$ cat src/rtl/dvma_pkg.sv
package dvma_pkg;
  localparam int AW       = 32;
  localparam int PG_SHIFT = 12;
  localparam logic [AW-1:0] PPN_MASK = 32'h07FF_FF00;
  localparam int BIT_VALID = 1;
  localparam int BIT_WRITE = 2;

  typedef enum logic [1:0] {ST_IDLE = 2'd0, ST_FETCH = 2'd1, ST_WAIT = 2'd2} xl_state_e;

  function automatic logic [AW-1:0] entry_addr(input logic [AW-1:0] base,
                                               input logic [AW-1:0] va,
                                               input logic [AW-1:0] win);
    logic [AW-1:0] rel;
    rel = va & ~win;
    return (base << 4) + ((rel >> (PG_SHIFT - 2)) & ~32'd3);
  endfunction

  function automatic logic [AW-1:0] phys_of(input logic [AW-1:0] pte,
                                            input logic [AW-1:0] va);
    return ((pte & PPN_MASK) << 4) + (va & ((32'd1 << PG_SHIFT) - 1));
  endfunction
endpackage

$ cat src/rtl/dvma_ctrl.sv
module dvma_ctrl
  import dvma_pkg::*;
(
  input  logic clk,
  input  logic rst_n,
  input  logic req_valid,
  input  logic mem_ready,
  input  logic rsp_valid,
  output logic accept,
  output logic grant,
  output logic capture,
  output logic req_ready,
  output logic mem_valid,
  output logic done
);
  xl_state_e st, st_nx;
  logic done_q;

  assign req_ready = (st == ST_IDLE);
  assign mem_valid = (st == ST_FETCH);
  assign accept    = req_valid && req_ready;
  assign grant     = mem_valid && mem_ready;
  assign capture   = (st == ST_WAIT) && rsp_valid;
  assign done      = done_q;

  always_comb begin
    st_nx = st;
    case (st)
      ST_IDLE:  if (accept)  st_nx = ST_FETCH;
      ST_FETCH: if (grant)   st_nx = ST_WAIT;
      ST_WAIT:  if (capture) st_nx = ST_IDLE;
      default:               st_nx = ST_IDLE;
    endcase
  end

  always_ff @(posedge clk) begin
    if (!rst_n) begin
      st     <= ST_IDLE;
      done_q <= 1'b0;
    end else begin
      st     <= st_nx;
      done_q <= capture;
    end
  end


  mem_hold_chk: assert property (@(posedge clk) disable iff (!rst_n)
    (mem_valid && !mem_ready) |=> mem_valid);

  done_pulse_chk: assert property (@(posedge clk) disable iff (!rst_n)
    done |=> !done);

  busy_block_chk: assert property (@(posedge clk) disable iff (!rst_n)
    (mem_valid || st == ST_WAIT) |-> !req_ready);

  done_idle_chk: assert property (@(posedge clk) disable iff (!rst_n)
    done |-> req_ready);
endmodule

$ cat src/rtl/dvma_datapath.sv
module dvma_datapath
  import dvma_pkg::*;
(
  input  logic          clk,
  input  logic          rst_n,
  input  logic          accept,
  input  logic          capture,
  input  logic [AW-1:0] req_vaddr,
  input  logic [AW-1:0] base_reg,
  input  logic [AW-1:0] win_start,
  input  logic [AW-1:0] rsp_data,
  output logic [AW-1:0] mem_addr,
  output logic [AW-1:0] phys_addr,
  output logic          pte_valid,
  output logic          pte_write,
  output logic          fault
);
  logic [AW-1:0] va_q, ea_q, pa_q;
  logic v_q, w_q;

  always_ff @(posedge clk) begin
    if (!rst_n) begin
      va_q <= '0;
      ea_q <= '0;
      pa_q <= '0;
      v_q  <= 1'b0;
      w_q  <= 1'b0;
    end else begin
      if (accept) begin
        va_q <= req_vaddr;
        ea_q <= entry_addr(base_reg, req_vaddr, win_start);
      end
      if (capture) begin
        pa_q <= phys_of(rsp_data, va_q);
        v_q  <= rsp_data[BIT_VALID];
        w_q  <= rsp_data[BIT_WRITE];
      end
    end
  end

  assign mem_addr  = ea_q;
  assign phys_addr = pa_q;
  assign pte_valid = v_q;
  assign pte_write = w_q;
  assign fault     = ~v_q;


  page_offset_chk: assert property (@(posedge clk) disable iff (!rst_n)
    capture |=> (phys_addr[PG_SHIFT-1:0] == va_q[PG_SHIFT-1:0]));

  addr_stable_chk: assert property (@(posedge clk) disable iff (!rst_n)
    !accept |=> $stable(mem_addr));
endmodule

$ cat src/rtl/dvma_xlate.sv
module dvma_xlate
  import dvma_pkg::*;
(
  input  logic        clk,
  input  logic        rst_n,
  input  logic        req_valid,
  output logic        req_ready,
  input  logic [31:0] req_vaddr,
  input  logic [31:0] base_reg,
  input  logic [31:0] win_start,
  output logic        mem_valid,
  input  logic        mem_ready,
  output logic [31:0] mem_addr,
  input  logic        rsp_valid,
  input  logic [31:0] rsp_data,
  output logic        done,
  output logic [31:0] phys_addr,
  output logic        pte_valid,
  output logic        pte_write,
  output logic        fault
);
  logic accept, grant, capture;

  dvma_ctrl u_ctrl (
    .clk(clk), .rst_n(rst_n), .req_valid(req_valid), .mem_ready(mem_ready),
    .rsp_valid(rsp_valid), .accept(accept), .grant(grant), .capture(capture),
    .req_ready(req_ready), .mem_valid(mem_valid), .done(done)
  );

  dvma_datapath u_dp (
    .clk(clk), .rst_n(rst_n), .accept(accept), .capture(capture),
    .req_vaddr(req_vaddr), .base_reg(base_reg), .win_start(win_start),
    .rsp_data(rsp_data), .mem_addr(mem_addr), .phys_addr(phys_addr),
    .pte_valid(pte_valid), .pte_write(pte_write), .fault(fault)
  );


  fault_flag_chk: assert property (@(posedge clk) disable iff (!rst_n)
    done |-> (fault == !pte_valid));

  mem_after_accept_chk: assert property (@(posedge clk) disable iff (!rst_n)
    accept |=> mem_valid);

  grant_before_data_chk: assert property (@(posedge clk) disable iff (!rst_n)
    $rose(mem_valid) |-> !done);
endmodule

$ cat config.mk
export PLATFORM = sky130hd
export DESIGN_NAME = dvma_xlate
export DESIGN_NICKNAME = d
export VERILOG_FILES = /design/src/rtl/dvma_pkg.sv /design/src/rtl/dvma_ctrl.sv /design/src/rtl/dvma_datapath.sv /design/src/rtl/dvma_xlate.sv
export SDC_FILE = /design/constraint.sdc
export NUM_CORES = 1
export LEC_CHECK = 0
export ABC_CLOCK_PERIOD_IN_PS = 3000
export CORE_ASPECT_RATIO = 1.2
export CORE_UTILIZATION = 60
export DETAILED_ROUTE_END_ITERATION = 10
export DONT_BUFFER_PORTS = 1
export HOLD_SLACK_MARGIN = 0.12
export PLACE_DENSITY_LB_ADDON = 0.12
export SLEW_MARGIN = 20
export SYNTH_ARGS = -nofsm -noshare
export SYNTH_HDL_FRONTEND = slang
export SYNTH_HIERARCHICAL = 1
export SYNTH_SLANG_ARGS = --single-unit
$ cat constraint.sdc
create_clock -name clk -period 3 [get_ports clk]
set_input_delay 0.3 -clock clk [delete_from_list [all_inputs] [get_ports clk]]
set_output_delay 0.3 -clock clk [all_outputs]
set_load 0.005 [all_outputs]
# After elaboration in Yosys (flattened, before gate mapping)
# Cells that the tools add are included.
# word_totals
output_inout_bits	70
regBits	81
elab_cells	26
# classes
addsub	2
mux	4
reduce_logical	5
eq_ne	5
n_bitwise	3
# ops
op	count
$add 31x12->32	1
$add 32x22->32	1
$and 32x32->32	1
$not 32->32	1
$mux 2	3
$ne 2x2->1 const B	3
$pmux 2 s3	1
$logic_and 1x1->1	3
$reduce_and 3->1	1
$eq 2x1->1 const B	1
$eq 2x2->1 const B	1
$logic_not 2->1	1
$not 1->1	1

# Logic depth before layout (Yosys ltp)
# logic_depth
word_depth	4
mapped_depth	10
depth_no_buf	10

# Hierarchy
# Netlist, hierarchy kept.
# modules_own_cells
mod	area_per_inst_um2	cells_each	instances	seq_area_each_um2
dvma_datapath	3962.6	430	1	1501.4
dvma_ctrl	132.6	14	1	60.1

# Worst setup path after synthesis
# Ideal clock, no wire load.
# synth_path
path_kind	input-to-reg
start	in req_vaddr[14]
end	reg u_dp.ea_q[22], in the netlist u_dp/mem_addr[22]
path_buffers	0
cell_stages	10
arrival_ns	2.186
setup_slack_ns	0.739
cell_sequence	nor2b_1 ha_1 fa_1 a21oi_1 nand4b_2 a21oi_2 o211ai_2 o221a_2 or3_1 a31oi_1
# synth_via
elab_chain_len	2
# synth_rtl
element	line	rtl
from (decl)	dvma_xlate.sv:8	input logic [31:0] req_vaddr,
$and 32x32->32	dvma_pkg.sv:14	rel = va & ~win;
$add 32x22->32	dvma_pkg.sv:15	return (base << 4) + ((rel >> (PG_SHIFT - 2)) & ~32'd3);
to (signal assigned)	dvma_datapath.sv:31	ea_q <= entry_addr(base_reg, req_vaddr, win_start);
to (decl)	dvma_datapath.sv:18	logic [AW-1:0] va_q, ea_q, pa_q;
# No other way between the ends.
# A chain may end at the register's enable or synchronous reset.

# Final worst setup path
# layout_path
start	in req_vaddr[21]
end	reg u_dp.ea_q[24], in the netlist u_dp/mem_addr[24]
# Same word-level chain as after synthesis.

==> reports/metrics.yaml <==
sta:
  drv_slew: 0
  fmax_mhz: 466
  grt_setup_unrepaired: "no"
  tns_ns: 0
  finalCritPeriodShare_pct: 71.6
  min_period_ns: 2.15
  postLayoutSetupSlackWorst_ns: 0.853
  relSlewSlack_pct: 35.6
  worst_pin_slew_ns: 0.966
  hold_viol_final: 0
  setup-violations-final: 0
  skew_ns: 0.0119
floorplan:
  die_area_sq_mm: 0.00716
  core_area_sq_mm: 0.00653
  start_util_pct: 62.7
  die_y_um: 92.5
  die_w_um: 77.4
  std_cell_rows: 32
  io_pins: 203
logic_synthesis:
  ys_ff_latch: 78
  synth_area_per_cell_sq_um: 9.22
  synth_edf_count: 0
  ys.flop_type: "dfxtp_1"
  synth_warnings: 6
  yosysSeqAreaShare_pct: 38.1
  ys_async_sr_fraction_pct: 0
  yosysUniqueCellTypes: 50
  syn_inst: 444
  synth_area_sq_mm: 0.00410
route:
  antenna_left: 0
  drt_iter0_drc: 148
  wl_per_cell_um: 15.7
  dr.pass1.iters: 5
  num_vias: 3107
  drt-total-wl_um: 8440
  avgViaCountPerCell: 5.76
  drc: 0
power_and_ir_drop:
  internal_power_w: 0.00160
  irDropWorstVdd_uv: 279
  pwr-share-seq_pct: 50.5
  swShare_pct: 29.0
  power.density_mw_per_mm2: 506
  p_clk_share_pct: 33.5
  combPwrFrac_pct: 16.0
  p_leak_nw: 1.66
  net-switching-power_w: 0.000653
clock_network:
  cts.path.max_buffers: 2
  clkSlewWorstSetupHoldPaths_ns: 0.09
  htreeDepth: 3
  cts_buffers: 9
  cts_tree: "yes"
  clkSinkCount: 78
  post-cts-setup-buffers: 0
  cts-root-buf: "clkbuf_8"
  insertion_delay_ns: 0.34
place:
  place_area_sq_mm: 0.00413
  io_buffers: 0
  place_ws_ns: 0.520
  gp_congestion: 0.882
  dp_hpwl_um: 6060
critical_path:
  cp.arrival_ns: 2.39
  worst_setup_path_start_kind: "input port"
  path_class: "input port to register"
  cp_data_required_time_ns: 3.24
  end_kind: "register"
  worst-path-max-fanout: 6
global_routing:
  first_global_vias: 2906
  grt_pass1_wl_um: 13300
  antenna_found_initial: 0
  grt_overflow_total: 0
  grt_max_degree: 75
  track_usage_pct: 23.4
run_status:
  status: "finished clean"
cells_and_area:
  layout_common_cells: "78 x nor2b_1, 78 x dfxtp_1, 53 x mux2i_1"
  diodes: 0
  syn2layout_area_growth_pct: 8.80
  layout-drive-gt1-share_pct: 6.61
  design_area_sq_mm: 0.00446
  nets: 601
min_path:
  min_path_type: "input port to register"
run:
  drv_cap: 0
[layer usage]
metal / GRT usage (%) / part of all wire, % / wire (um)
met1: 26.1 / 42 / 3550
met2: 41.5 / 49 / 4160
met3: 6.60 / 6.8 / 573
met4: 9.75 / 1.9 / 157
met5: 0 / 0 / 0
[path summary, 6_finish.rpt]
| check | startpoint | to | slack (ns) | cells after the start |
|---|---|---|---|---|
| max | req_vaddr[21] | u_dp/mem_addr[24]$_SDFFE_PN0P_ | 0.85 | 9 |
| min | rsp_data[16] | u_dp/phys_addr[20]$_SDFFE_PN0P_ | 0.14 | 2 |
| max reg2reg | u_ctrl/st[1]$_SDFFE_PN0P_ | u_dp/va_q[5]$_SDFFE_PN0P_ | 0.98 | 5 |
| min reg2reg | u_dp/mem_addr[21]$_SDFFE_PN0P_ | u_dp/mem_addr[21]$_SDFFE_PN0P_ | 0.49 | 2 |
[kinds of logic after synthesis]
| kind of cell | after synthesis | synth area share (%) |
|---|---|---|
| compound gates | 82 | 13.3 |
| xor+xnor | 16 | 3.42 |
| fa+ha+maj | 19 | 5.99 |
| buf+inv | 34 | 3.39 |
| flops | 78 | 38.1 |
| mux | 54 | 13.2 |
| other cells | 1 | 0.0916 |
| simple gates | 160 | 22.4 |
[power by group through the flow]
stage,registers [W],clock network [W],logic [W]
CTS,0.00114,0.000781,0.000358
finish,0.00114,0.000756,0.000360
global placement,0.00116,0,0.000324
global route,0.00114,0.000829,0.000402
floorplan,0.00115,0,0.000295
detailed placement,0.00116,0,0.000331
[metrics by stage]
stage          total power, W  hold slack (ns)  util [%]  cells
6_report              0.00225            0.137      68.3    539
5_1_grt               0.00238            0.127      68.3    539
4_1_cts               0.00228            0.121      68.0    537
3_5_place_dp          0.00149            0.412      63.2    510
3_3_place_gp          0.00149            0.407      63.2    510
2_1_floorplan         0.00144            0.404         -    446
[registers in the layout, summed over array words and instances, names as in the netlist]
| name | cells |
|---|---|
| u_ctrl/done | 1 |
| u_dp/phys_addr | 31 |
| u_dp/pte_write | 1 |
| u_dp/mem_addr | 30 |
| u_dp/va_q | 12 |
| u_ctrl/st | 2 |
| u_dp/pte_valid | 1 |
[critical path: stages]
cell and delay [ns]:
nor2b_1 0.11, ha_1 0.37, a21oi_1 0.28, o21ai_0 0.18, or3_1 0.37, o211ai_2 0.25, o21ai_1 0.13, nor4b_1 0.16
a211o_1 0.23
[cells in the mapped netlist (2+ instances only)]
library cell | instances | area share [%]
dfxtp_1 | 78 | 38
nor2b_1 | 78 | 12
mux2i_1 | 53 | 13
o21ai_0 | 25 | 3.1
nand2_1 | 20 | 1.8
clkbuf_1 | 19 | 1.7
ha_1 | 18 | 5.5
a21oi_1 | 16 | 2.0
nor2_1 | 16 | 1.5
inv_1 | 12 | 1.1
nand3_1 | 12 | 1.5
xnor2_1 | 8 | 1.7
xor2_1 | 8 | 1.7
a31oi_1 | 6 | 0.92
or3_1 | 6 | 0.92
a21o_1 | 5 | 0.92
and2_1 | 5 | 0.76
nor3_1 | 5 | 0.61
nand3b_1 | 4 | 0.73
nand4_1 | 4 | 0.61
o21a_1 | 4 | 0.73
and3b_1 | 3 | 0.64
buf_4 | 3 | 0.55
nand2b_1 | 3 | 0.46
o211ai_1 | 3 | 0.55
a211o_1 | 2 | 0.43
a221oi_1 | 2 | 0.43
o211a_1 | 2 | 0.49
o21bai_1 | 2 | 0.37
o22ai_1 | 2 | 0.31
[cell type report]
| type | count | area, sq um |
|---|---|---|
| clock buffers | 10 | 138 |
| fillers | 550 | 2070 |
| multi-input cells | 334 | 2400 |
| flip-flops and latches | 78 | 1560 |
| well taps | 85 | 106 |
| repair buffers | 14 | 148 |
| inverters | 12 | 45.0 |
| clock inverters | 6 | 52.6 |
[what timing repair did]
action,CTS,global route
gates resized for setup,0,0
hold buffers,11,2
hold endpoints to repair,76,2
No activity file was read; power rests on OpenSTA's default activity.
